## config.mk

```make
export PLATFORM = sky130hd
export DESIGN_NAME = irq_vector_mapper
export DESIGN_NICKNAME = d
export VERILOG_FILES = /design/src/rtl/irq_vector_mapper.sv
export SDC_FILE = /design/constraint.sdc
export NUM_CORES = 1
export LEC_CHECK = 0
export BUFFER_PORTS_ARGS = -buffer_cell sky130_fd_sc_hd__buf_2
export CORE_MARGIN = 5
export CORE_UTILIZATION = 55
export CTS_BUF_LIST = sky130_fd_sc_hd__clkbuf_8
export DETAILED_ROUTE_END_ITERATION = 8
export PLACE_DENSITY = 0.85
export REMOVE_ABC_BUFFERS = 1
export SYNTH_ARGS = -nofsm -noshare
export SYNTH_HDL_FRONTEND = slang
export SYNTH_SLANG_ARGS = --single-unit
export TNS_END_PERCENT = 100
```

## constraint.sdc

```tcl
create_clock -name clk -period 5.6 [get_ports clk]
set_input_delay 1.12 -clock clk [delete_from_list [all_inputs] [get_ports clk]]
set_output_delay 1.12 -clock clk [all_outputs]
set_load 0.03 [all_outputs]
```

## src/rtl/irq_vector_mapper.sv

```systemverilog
module irq_vector_mapper #(
  parameter int SLOT_LINES = 32,
  parameter int GRP_SIZE   = 4,
  parameter int ONB_LINES  = 32,
  parameter int AW         = 12
) (
  input  logic                            clk,
  input  logic                            rst_n,
  input  logic [SLOT_LINES+ONB_LINES-1:0] irq_in,
  input  logic                            reg_we,
  input  logic [AW-1:0]                   reg_addr,
  input  logic [31:0]                     reg_wdata,
  output logic [31:0]                     reg_rdata,
  output logic [SLOT_LINES+ONB_LINES-1:0] req_vec
);
  localparam int N    = SLOT_LINES + ONB_LINES;
  localparam int NGRP = SLOT_LINES / GRP_SIZE;
  localparam int GW   = $clog2(NGRP);
  localparam int OW   = $clog2(ONB_LINES);
  localparam int GSH  = $clog2(GRP_SIZE);
  localparam int IW   = $clog2(N) + 1;
  localparam logic [IW-1:0] NONE    = IW'(N);
  localparam logic [30:0]   MAP_TAG = 31'h7C0;

  logic [NGRP-1:0]      en_slot, en_slot_n;
  logic [ONB_LINES-1:0] en_onb, en_onb_n;
  logic [N-1:0]         lvl, line_en_n, rise, pend;
  logic [IW-1:0]        req_q, req_a, req_d;

  function automatic logic [IW-1:0] lowest(input logic [N-1:0] v);
    lowest = NONE;
    for (int i = N - 1; i >= 0; i--)
      if (v[i]) lowest = IW'(i);
  endfunction

  wire          hi       = reg_addr[2];
  wire [1:0]    rgn      = reg_addr[AW-1:AW-2];
  wire [GW-1:0] slot_idx = reg_addr[3 +: GW];
  wire [GW-1:0] sclr_idx = reg_addr[3+GSH +: GW];
  wire [OW-1:0] onb_idx  = reg_addr[3 +: OW];
  wire          en_bit   = reg_wdata[31];

  wire wr_smap = reg_we && hi && rgn == 2'd0;
  wire wr_omap = reg_we && hi && rgn == 2'd1;
  wire wr_sclr = reg_we && hi && rgn == 2'd2;
  wire wr_oclr = reg_we && hi && rgn == 2'd3;

  wire unused_bits = ^{reg_wdata[30:0], reg_addr[1:0], reg_addr[AW-3:8]};

  always_comb begin
    en_slot_n = en_slot;
    en_onb_n  = en_onb;
    if (wr_smap) en_slot_n[slot_idx] = en_bit;
    if (wr_omap) en_onb_n[onb_idx]   = en_bit;
  end

  genvar gi;
  generate
    for (gi = 0; gi < SLOT_LINES; gi++) begin : g_slot_en
      assign line_en_n[gi] = en_slot_n[gi / GRP_SIZE];
    end
    for (gi = 0; gi < ONB_LINES; gi++) begin : g_onb_en
      assign line_en_n[SLOT_LINES + gi] = en_onb_n[gi];
    end
    for (gi = 0; gi < N; gi++) begin : g_out
      assign req_vec[gi] = (req_q == IW'(gi));
    end
  endgenerate

  wire onb_hit  = req_q == IW'(SLOT_LINES) + IW'(onb_idx);
  wire drop     = (wr_smap && !en_bit && req_q == IW'(slot_idx))
               || (wr_omap && !en_bit && onb_hit)
               || (wr_sclr && (req_q >> GSH) == IW'(sclr_idx))
               || (wr_oclr && onb_hit);

  assign rise = irq_in & ~lvl;
  assign pend = irq_in & line_en_n;
  wire [SLOT_LINES-1:0] slot_pre = rise[SLOT_LINES-1:0] & line_en_n[SLOT_LINES-1:0];

  always_comb begin
    req_a = drop ? NONE : req_q;
    if (|slot_pre)
      req_d = lowest({{ONB_LINES{1'b0}}, slot_pre});
    else if (req_a == NONE)
      req_d = lowest(pend);
    else
      req_d = req_a;
  end

  always_ff @(posedge clk) begin
    if (!rst_n) begin
      en_slot <= '0;
      en_onb  <= '0;
      lvl     <= '0;
      req_q   <= NONE;
    end else begin
      en_slot <= en_slot_n;
      en_onb  <= en_onb_n;
      lvl     <= irq_in;
      req_q   <= req_d;
    end
  end

  always_comb begin
    reg_rdata = '0;
    if (hi) begin
      case (rgn)
        2'd0: reg_rdata = {en_slot[slot_idx], MAP_TAG + 31'(slot_idx) * 31'(GRP_SIZE)};
        2'd1: reg_rdata = {en_onb[onb_idx], MAP_TAG + 31'(SLOT_LINES) + 31'(onb_idx)};
        default: reg_rdata = '0;
      endcase
    end
  end

  AST_ONEHOT_OUT: assert property (@(posedge clk) disable iff (!rst_n)
    $onehot0(req_vec));
  AST_IDLE_GRANT: assert property (@(posedge clk) disable iff (!rst_n)
    (req_q == NONE && !reg_we && |(irq_in & line_en_n)) |=> req_q != NONE);
  AST_HOLD_REQ: assert property (@(posedge clk) disable iff (!rst_n)
    (req_q != NONE && !reg_we && slot_pre == '0) |=> $stable(req_q));
  AST_SLOT_PREEMPT: assert property (@(posedge clk) disable iff (!rst_n)
    (|slot_pre) |=> req_q < IW'(SLOT_LINES));
  AST_LOW_WORD_WR: assert property (@(posedge clk) disable iff (!rst_n)
    (reg_we && !reg_addr[2]) |=> ($stable(en_slot) && $stable(en_onb)));
  AST_LOW_WORD_RD: assert property (@(posedge clk) disable iff (!rst_n)
    !reg_addr[2] |-> reg_rdata == 32'd0);
endmodule

```

==> impl_results.md, run 1 <==
* Maxcap violations at 0
* Synth warn at 0
* Post-CTS Hold Buffers at 0
* Hold Path End: en_onb[1]$_SDFF_PN0_
* Slowest cell delay on critical path at 570 ps
* Core ar. at 11470 um2
* Synth unique cells at 81
* GRT Overall Usage at 0.2478
* Total Nets Final at 1090
* Placement Rows at 39
* Mapped Cells at 865
* R2r startpoint: req_q[5]$_SDFF_PP0_
* Worst reg2reg setup slack at 2940 ps
* Resized Gates After CTS at 0
* Total CTS buffers at 9
* Tightest Pin Transition at 939.5 ps
* Fin crit share at 0.7772
* # H-tree levels at 3
* Crit path kind: input port to output port
* Post-DP HPWL at 13910 um
* Fmax at 229.8 MHz
* Number of routed nets with antenna violations at 0
* Ys flop type: dfxtp_1
* Detailed-route vias per instance at 5.892
* WP data arrival at 3230 ps
* Most frequent cells in the layout: buf_2, nor2_1, dfxtp_1
* Routability congestion estimate at 0.9007
* Final setup fails at 0
* Synthesized area at 6484 um2
* Sequential fraction of the synthesis area at 0.2439
* Worst slew margin at 0.3655
* Fraction of registers with async set/reset at 0
* Die Height at 118.6 um
* CP Data Required Time at 4480 ps
* Critical path's top delay family: buffers and inverters
* Outcome: complete, no violations
* DRC Markers at 0
* Synthesized area per cell at 7.496 um2
* Slowest-stage cell, CP: mux4_2
* Pins Over Slew Limit at 0
* Synth area leader: dfxtp_1
* Most common cell after layout, fill and taps aside: buf_2
* First-pass GRT wire length at 29200 um
* Hold wc startpoint: en_onb[1]$_SDFF_PN0_
* Number of global-route vias before repair at 5932
* Share of cells above drive strength 1 at 0.2248
* Setup TNS at 0 ps
* I/O pin cnt at 207
* Fillcell total at 1004
* Starting Density at 0.5654
* CP startpoint kind: input port
* PwrDens at 173.0 nW/um2
* Tmin final at 4352 ps
* Final hold violation count at 0
* Worst-Skew Late Latency at 370 ps
* Critical-path maximum fanout at 19
* Final WL at 18640 um
* Worst hold path class: flip-flop to flip-flop
* Tot Pwr at 1.259 mW
* Initial antenna violation count at 0
* Maximum vdd drop at 127.6 uV
* Yosys reg bits at 79
* Routed wire per std cell at 16.55 um
* Top cell type's share of synthesized area at 0.2439
* DIE AREA at 14060 um2
* Crit end category: output port
* GRT overflow at 0
* Layout area overhead at 12.20%
* Routed via count at 6634
* Ant diodes at 0
* Die W at 118.6 um
* P_leak at 3.010 nW
* Register-to-Register Path Depth at 9
* Clk root buf: clkbuf_8
* EDFF count, synth at 0
* Port bufs at 151
* Buf/Inv on CP at 2
* Clk_skew at 8.371 ps
* Most frequent CP cell: buf_2
* TritonCTS clock tree: yes
* Clock tree buffer depth at 2
* Worst hold stages at 2
* Synth top area cells: dfxtp_1, nor2_1, mux2i_1
* Setup Fix Bufs, Post-CTS at 0
* Largest net degree at the start of global routing at 61
* DRT iter0 DRCs at 471
* Worst-path cell chain: buf_2 > mux4_2 > nor2b_1 > nor4_1 > o2111ai_1 > o211a_1 > buf_2
* RSZ-0062 raised after global routing: false
* CTS sink count at 79
* DRT Pass-1 Iters at 5
* Crit Reg-Reg Endpoint: req_q[0]$_SDFF_PN0_
* Worst-path clk slew at 70 ps
-- worst max path at each step --
stage / start / endpoint / slack [ps] / cells after the start
after detailed placement: reg_addr[10] / req_q[2]$_SDFF_PN0_ / 1220 / 10
after floorplan: reg_addr[11] / reg_rdata[0] / 1780 / 3
final: reg_addr[3] / reg_rdata[31] / 1250 / 7
after global placement: reg_addr[10] / req_q[2]$_SDFF_PN0_ / 1280 / 10
after CTS: reg_addr[3] / reg_rdata[31] / 1310 / 7
after global routing: reg_addr[3] / reg_rdata[31] / 1160 / 7
-- cells in the mapped netlist, types with 5 or more instances --
master,n
o221ai_1,6
nand2_1,76
o211ai_1,5
buf_4,27
nand3_1,14
dfxtp_1,79
nor2_1,138
nor3_2,12
a211oi_1,7
o21a_1,5
and2_1,46
nor3_1,32
nand2b_1,20
mux4_2,10
a21oi_1,37
nor4_1,13
inv_1,27
clkbuf_1,27
a21boi_1,6
mux2_2,14
o22ai_1,15
nor2b_1,53
o21ai_0,15
buf_2,8
o31ai_1,5
o21ai_1,6
mux2i_1,48
buf_6,6
a31oi_1,7
nand4_1,5
-- power breakdown --
group | internal (mW) | total, mW | switching [mW]
clock | 0.199 | 0.404 | 0.205
sequential | 0.578 | 0.591 | 0.0127
combinational | 0.0885 | 0.264 | 0.175
-- tightest hold or removal path, delay by kind of cell, from the launching register on --
family	cells	cell delay, ps
flops	1	330
compound gates	2	140
-- logic make-up (layout without fill, tap and decap cells) --
group / count (synthesis) / after routing / share of synthesized area
and+or+nand+nor: 445 / 445 / 0.3574
AOI/OAI and AO/OA: 163 / 163 / 0.1739
buffers and inverters: 98 / 197 / 0.08086
DFF: 79 / 79 / 0.2439
muxes: 73 / 73 / 0.1353
xor gates and xnor gates: 6 / 6 / 0.008106
other: 1 / 20 / 0.0005784
-- through the flow --
stage	setup WS (ps)	cell area (um2)	util	std cells	hold WS [ps]
after detailed placement	1223	7097	0.6189	1111	499.2
after global routing	1160	7274	0.6344	1126	521.5
after global placement	1284	7097	0.6189	1111	490.4
after CTS	1314	7274	0.6344	1126	510.0
final	1248	7274	0.6344	1126	513.1
after floorplan	1782	6132	-	813	469.9
-- state kept, by name, summed over array words and instances, names as in the netlist --
| signal | cells |
|---|---|
| en_onb | 32 |
| en_slot | 8 |
| req_q | 7 |
| lvl | 32 |
-- metal layers --
layer  wire, um  vias to the layer above  global-route usage  part of all wire
li1           -                     3239                   -                 -
met1       7738                     3003              0.3207              0.42
met2       8612                      340              0.4059              0.46
met3       1722                       52             0.04107             0.092
met4        563                        0              0.1099             0.030
met5          0                        -                   0                 0
-- cell type report --
| class | count | area, um2 | share of cell area |
|---|---|---|---|
| clock buffer | 9 | 123.9 | 0.01703 |
| timing repair buffer | 155 | 785.8 | 0.1080 |
| clock inverter | 6 | 53.80 | 0.007396 |
| multi-input combinational | 707 | 4449 | 0.6116 |
| sequential | 79 | 1582 | 0.2174 |
| inverter | 27 | 101.3 | 0.01393 |
| tap | 143 | 178.9 | 0.02460 |
(Power assumes the default switching activity.)
==> run 2, diff against run 1 <==
CORE_UTILIZATION = 54   (was 55)
PLACE_DENSITY = 0.84   (was 0.85)
clock period = 4.15 ns   (was 5.6 ns; I/O delays follow)
==> run 2 against run 1 <==
  * Hold slack improved by 4.0 ps
  * Core utilization fell by 1.1 points
  * Global-route usage rose by 0.83 points
  * Final cell count is 1.9% higher
  * Sequential power increased by 35%
  * Worst setup slack worse by 860 ps
  * Sequential share of layout area shrank 0.44 points
  * Combinational power is 39% higher
  * Total power is 38% higher
  * Routed wire length is 0.56% higher
==> impl_results.md, run 2 (synthesis gave the netlist of run 1 again) <==
* Critical-path maximum fanout at 14 (-5)
* RSZ-0062 raised after global routing: false
* DRT Pass-1 Iters at 5 (unchanged)
* Setup TNS at 0 ps (unchanged)
* Die Height at 119.6 um (+0.84%)
* Tmin final at 3767 ps
* Share of cells above drive strength 1 at 0.2370 (+0.01218)
* Die W at 119.6 um (+0.84%)
* DRC Markers at 0 (unchanged)
* Number of routed nets with antenna violations at 0 (unchanged)
* Detailed-route vias per instance at 5.819 (-1.2%)
* Fillcell total at 1067 (+6.3%)
* I/O pin cnt at 207 (unchanged)
* Most frequent cells in the layout: buf_2, nor2_1, dfxtp_1
* Maximum vdd drop at 179.0 uV (+40%)
* Worst-Skew Late Latency at 370 ps (about the same)
* Tot Pwr at 1.737 mW (+38%)
* Number of global-route vias before repair at 6213 (+4.7%)
* TritonCTS clock tree: yes
* Setup Fix Bufs, Post-CTS at 0 (unchanged)
* Starting Density at 0.5443 (-0.02108)
* DIE AREA at 14300 um2 (+1.7%)
* Post-CTS Hold Buffers at 0 (unchanged)
* CP Data Required Time at 3320 ps (-1160 ps)
* Slowest cell delay on critical path at 530 ps (-40 ps)
* Outcome: complete, no violations
* CP startpoint kind: input port
* Resized Gates After CTS at 0 (unchanged)
* Clk_skew at 4.597 ps (-3.774 ps)
* PwrDens at 234.0 nW/um2 (+35%)
* Worst-path cell chain: buf_2 > buf_4 > mux4_2 > mux2i_1 > nor2_1 > a31oi_1 > o2111ai_1 > o211a_1 > buf_2
* Clk root buf: clkbuf_8
* Crit end category: output port
* P_leak at 3.095 nW (+2.8%)
* Pins Over Slew Limit at 0 (unchanged)
* Number of cells after detailed placement at 1131 (+1.8%)
* DRT iter0 DRCs at 518 (+10%)
* Fin crit share at 0.9077
* Post-DP HPWL at 14460 um (+3.9%)
* Worst hold path class: flip-flop to flip-flop
* Crit path kind: input port to output port
* Final hold violation count at 0 (unchanged)
* WP data arrival at 2940 ps (-290 ps)
* Hold wc startpoint: en_onb[6]$_SDFF_PN0_
* Initial antenna violation count at 0 (unchanged)
* CTS sink count at 79 (unchanged)
* Core ar. at 11910 um2 (+3.9%)
* Maxcap violations at 0 (unchanged)
* Slowest-stage cell, CP: mux4_2
* Tightest Pin Transition at 974.8 ps (+35.35 ps)
* Routability congestion estimate at 0.9322 (+3.5%)
* Layout area overhead at 14.51%
* Most frequent CP cell: buf_2
* Fmax at 265.5 MHz
* Placement Rows at 40 (+2.6%)
* Biggest regs: en_onb: 32 flops, lvl: 32 flops, en_slot: 8 flops
* Fin cells at 1147 (+1.9%)
* Total Nets Final at 1106 (+1.5%)
* Most common cell after layout, fill and taps aside: buf_2
* Final setup fails at 0 (unchanged)
* CP startpoint: reg_addr[3]
* Final WL at 18740 um (+0.56%)
* # H-tree levels at 3 (unchanged)
* Routed wire per std cell at 16.34 um (-1.3%)
* Total CTS buffers at 9 (unchanged)
* First-pass GRT wire length at 30300 um (+3.8%)
* Ant diodes at 0 (unchanged)
* Clock tree buffer depth at 2 (unchanged)
* Worst-path clk slew at 80 ps (about the same)
* Routed via count at 6674 (+0.60%)
* R2r startpoint: req_q[5]$_SDFF_PP0_
* GRT overflow at 0 (unchanged)
* Port bufs at 151 (unchanged)
* GRT Overall Usage at 0.2561 (+0.008336)
* Worst slew margin at 0.3416 (-0.02388)
* Largest net degree at the start of global routing at 44 (-28%)
run 2: worst max-delay path, delay by kind of cell:
kind / cells / cell delay [ps]
compound gates: 3 / 490
buf+inv: 3 / 810
simple gates: 1 / 70
mux: 2 / 740
run 2: layout make-up:
type / count / area [um2] / share of cell area
multi-input cells: 707 / 4449 / 0.5993
flip-flops and latches: 79 / 1582 / 0.2130
repair buffers: 171 / 918.4 / 0.1237
well taps: 147 / 183.9 / 0.02477
clock buffers: 10 / 137.6 / 0.01854
inverters: 27 / 101.3 / 0.01365
clock inverters: 6 / 52.55 / 0.007078
run 2: per-layer routing:
metal	vias to the layer above	global-route usage	share of wire	routed length, um
met2	334	0.4287	0.46	8687
met5	-	0	0	0
li1	3262	-	-	-
met4	0	0.08304	0.024	458
met1	3040	0.3390	0.43	8032
met3	38	0.04006	0.083	1564
run 2: metrics by stage:
| stage | worst slack [ps] | hold WS, ps | cell area, um2 | utilization |
|---|---|---|---|---|
| CTS | 396.6 | 518.4 | 7425 | 0.6233 |
| finish | 382.9 | 517.1 | 7425 | 0.6233 |
| floorplan | 911.5 | 469.9 | 6132 | - |
| global route | 311.0 | 548.1 | 7425 | 0.6233 |
| global placement | 386.1 | 499.4 | 7234 | 0.6074 |
| detailed placement | 403.2 | 507.2 | 7234 | 0.6074 |
run 2: report_power, final:
part | internal, mW | switching [mW] | leakage, nW
Sequential | 0.780 | 0.0177 | 0.646
Clock | 0.287 | 0.285 | 0.108
Combinational | 0.126 | 0.241 | 2.34
Total | 1.19 | 0.544 | 3.09
run 2: final timing paths:
check / endpoint / slack, ps / depth (start not counted)
worst max-delay path: reg_rdata[31] / 380 / 9
worst min-delay path: en_onb[6]$_SDFF_PN0_ / 520 / 2
worst max register to register: req_q[0]$_SDFF_PN0_ / 1510 / 9
worst min register to register: en_onb[6]$_SDFF_PN0_ / 520 / 2
==> run 3, diff against run 2 <==
CORE_UTILIZATION = 25   (was 54)
PLACE_DENSITY = not set   (was 0.84)
==> run 3 against run 2 <==
  * Combinational power is 2% higher
  * Final area is 4.6% higher
  * Critical endpoint unchanged
  * Maximum frequency decreased by 0.14%
  * Via count down 2.1%
  * Sequential power is essentially flat
  * Clock skew rose by 6.6 ps
  * Core utilization shrank 32 points
  * Sequential share of layout area fell by 0.94 points
  * Die area rose by 100%
  * Hold slack got worse by 4.3 ps
  * Worst setup slack got worse by 5.4 ps
==> impl_results.md, run 3 (synthesis gave the netlist of run 1 again) <==
* Outcome: complete, no violations
* Placed instance area at 7570 um2 (+4.6%)
* Critical-path maximum fanout at 11 (-3)
* Die Height at 171.0 um (+43%)
* Worst-Skew Late Latency at 370 ps (about the same)
* Final instance area at 7767 um2 (+4.6%)
* R2r startpoint: req_q[5]$_SDFF_PP0_
* Most used routing layer: met2
* Ant diodes at 0 (unchanged)
* Port bufs at 151 (unchanged)
* RSZ-0062 raised after global routing: false
* Crit end category: output port
* Starting Density at 0.2517 (-0.2927)
* CTS sink count at 79 (unchanged)
* Routed via count at 6536 (-2.1%)
* Routability congestion estimate at 0.8828 (-5.3%)
* Setup ws final at 377.5 ps (-5.393 ps)
* PwrDens at 228.7 nW/um2 (-2.2%)
* Worst hold path class: flip-flop to flip-flop
* Placement Rows at 59 (+48%)
* Detailed-route vias per instance at 4.863 (-16%)
* Post-CTS Hold Buffers at 0 (unchanged)
* Most frequent cells in the layout: buf_2, nor2_1, dfxtp_1
* Final WL at 21520 um (+15%)
* I/O pin cnt at 207 (unchanged)
* Final hold violation count at 0 (unchanged)
* Slowest-stage cell, CP: mux4_2
* Final setup fails at 0 (unchanged)
* Clk_skew at 11.15 ps (+6.553 ps)
* TritonCTS clock tree: yes
* Met3 global-route usage at 0.02796 (-0.01210)
* Fin crit share at 0.9090 (+0.001300)
* CP startpoint kind: input port
* DRT Pass-1 Iters at 4 (-1)
* Hold wc startpoint: en_onb[1]$_SDFF_PN0_
* Maxcap violations at 0 (unchanged)
* Routed wire per std cell at 16.01 um (-2.0%)
* Fillcell total at 2803 (+160%)
* First-pass GRT wire length at 33060 um (+9.1%)
* WP data arrival at 2940 ps (about the same)
* Largest net degree at the start of global routing at 47 (+6.8%)
* Number of routed nets with antenna violations at 0 (unchanged)
* Dpl ws at 387.4 ps (-15.77 ps)
* Clock tree buffer depth at 2 (unchanged)
* Register-to-Register Path Depth at 9 (unchanged)
* Worst-path clk slew at 70 ps (about the same)
* Die W at 171.0 um (+43%)
* Share of cells above drive strength 1 at 0.2448 (+0.007797)
* DIE AREA at 29260 um2 (+100%)
* Maximum vdd drop at 149.2 uV (-17%)
* CP Data Required Time at 3320 ps (about the same)
* Pins Over Slew Limit at 0 (unchanged)
* GRT overflow at 0 (unchanged)
* Core ar. at 25760 um2 (+120%)
* CP startpoint: reg_addr[3]
* # H-tree levels at 3 (unchanged)
* Resized Gates After CTS at 0 (unchanged)
* Tightest Pin Transition at 1100 ps (+125.0 ps)
* Total CTS buffers at 9 (unchanged)
* Fmax at 265.1 MHz (-0.14%)
* Slowest cell delay on critical path at 490 ps (-40 ps)
* Worst Setup EP: reg_rdata[31]
* Most common cell after layout, fill and taps aside: buf_2
* Initial antenna violation count at 5 (+5)
* Tmin final at 3773 ps (+5.393 ps)
* Total Nets Final at 1116 (+0.90%)
* Crit Reg-Reg Endpoint: req_q[0]$_SDFF_PN0_
* DRT iter0 DRCs at 335 (-35%)
* Layout area overhead at 19.80%
* Worst reg2reg setup slack at 1440 ps (-70 ps)
* Setup TNS at 0 ps (unchanged)
* Clk root buf: clkbuf_8
* P_leak at 3.150 nW (+1.8%)
* Setup Fix Bufs, Post-CTS at 0 (unchanged)
* Biggest regs: en_onb: 32 flops, lvl: 32 flops, en_slot: 8 flops
* GRT Overall Usage at 0.1417 (-0.1144)
* Worst-path cell chain: buf_2 > buf_4 > mux4_2 > nor2b_1 > nor4_1 > buf_4 > o2111ai_1 > o211a_1 > buf_2
* Number of global-route vias before repair at 6146 (-1.1%)
* Post-DP HPWL at 17090 um (+18%)
* Crit path kind: input port to output port
* Met2 usage at 0.2442 (-0.1845)
* Met1 Track Usage GR at 0.1788 (-0.1603)
* DRC Markers at 0 (unchanged)
* Worst slew margin at 0.2572 (-0.08442)
-- run 3: changes by cell type in the layout (fill, tap and decap cells not counted), sizes merged --
cell,delta
clkinvlp,+1
clkinv,-2
buf,+10
inv,-1
clkbuf,+1
-- run 3: report_power, final --
group          internal, mW  total [mW]  switching, mW
sequential            0.780       0.799         0.0191
combinational         0.129       0.375          0.246
clock                 0.305       0.602          0.297
-- run 3: area by class of cell --
type / instances / area (um2) / area share
multi-input cells: 707 / 4449 / 0.5728
flip-flops and latches: 79 / 1582 / 0.2036
repair buffers: 181 / 1018 / 0.1311
well taps: 335 / 419.2 / 0.05396
clock buffers: 11 / 151.4 / 0.01949
inverters: 27 / 101.3 / 0.01305
clock inverters: 4 / 46.29 / 0.005960
-- run 3: worst min path at each step --
stage	slack (ps)	cells past startpoint	endpoint
2_1_floorplan	470	2	en_onb[1]$_SDFF_PN0_
3_3_place_gp	500	2	en_onb[3]$_SDFF_PN0_
3_5_place_dp	510	2	en_onb[1]$_SDFF_PN0_
4_1_cts	520	2	en_onb[1]$_SDFF_PN0_
5_1_grt	550	2	en_onb[3]$_SDFF_PN0_
6_report	510	2	en_onb[1]$_SDFF_PN0_
-- run 3: worst max-delay path: cells and delay by family --
family | cells | cell delay, ps
and+or+nand+nor | 2 | 470
muxes | 1 | 490
AOI/OAI and AO/OA | 2 | 250
buffers and inverters | 4 | 880
-- run 3: through the flow --
stage               std cells  power [mW]  hold WS [ps]  utilization
global route             1344       1.864         547.4       0.3015
detailed placement       1329       1.192         507.0       0.2938
floorplan                 813       1.019         469.9            -
global placement         1329       1.187         496.9       0.2938
finish                   1344       1.777         512.8       0.3015
CTS                      1344       1.793         517.5       0.3015
-- run 3: routing by layer --
metal | vias up | part of all wire | routed length (um)
met5 | - | 0.0032 | 69
met4 | 10 | 0.018 | 384
met3 | 37 | 0.070 | 1498
met2 | 219 | 0.47 | 10190
met1 | 2986 | 0.44 | 9381
li1 | 3284 | - | -
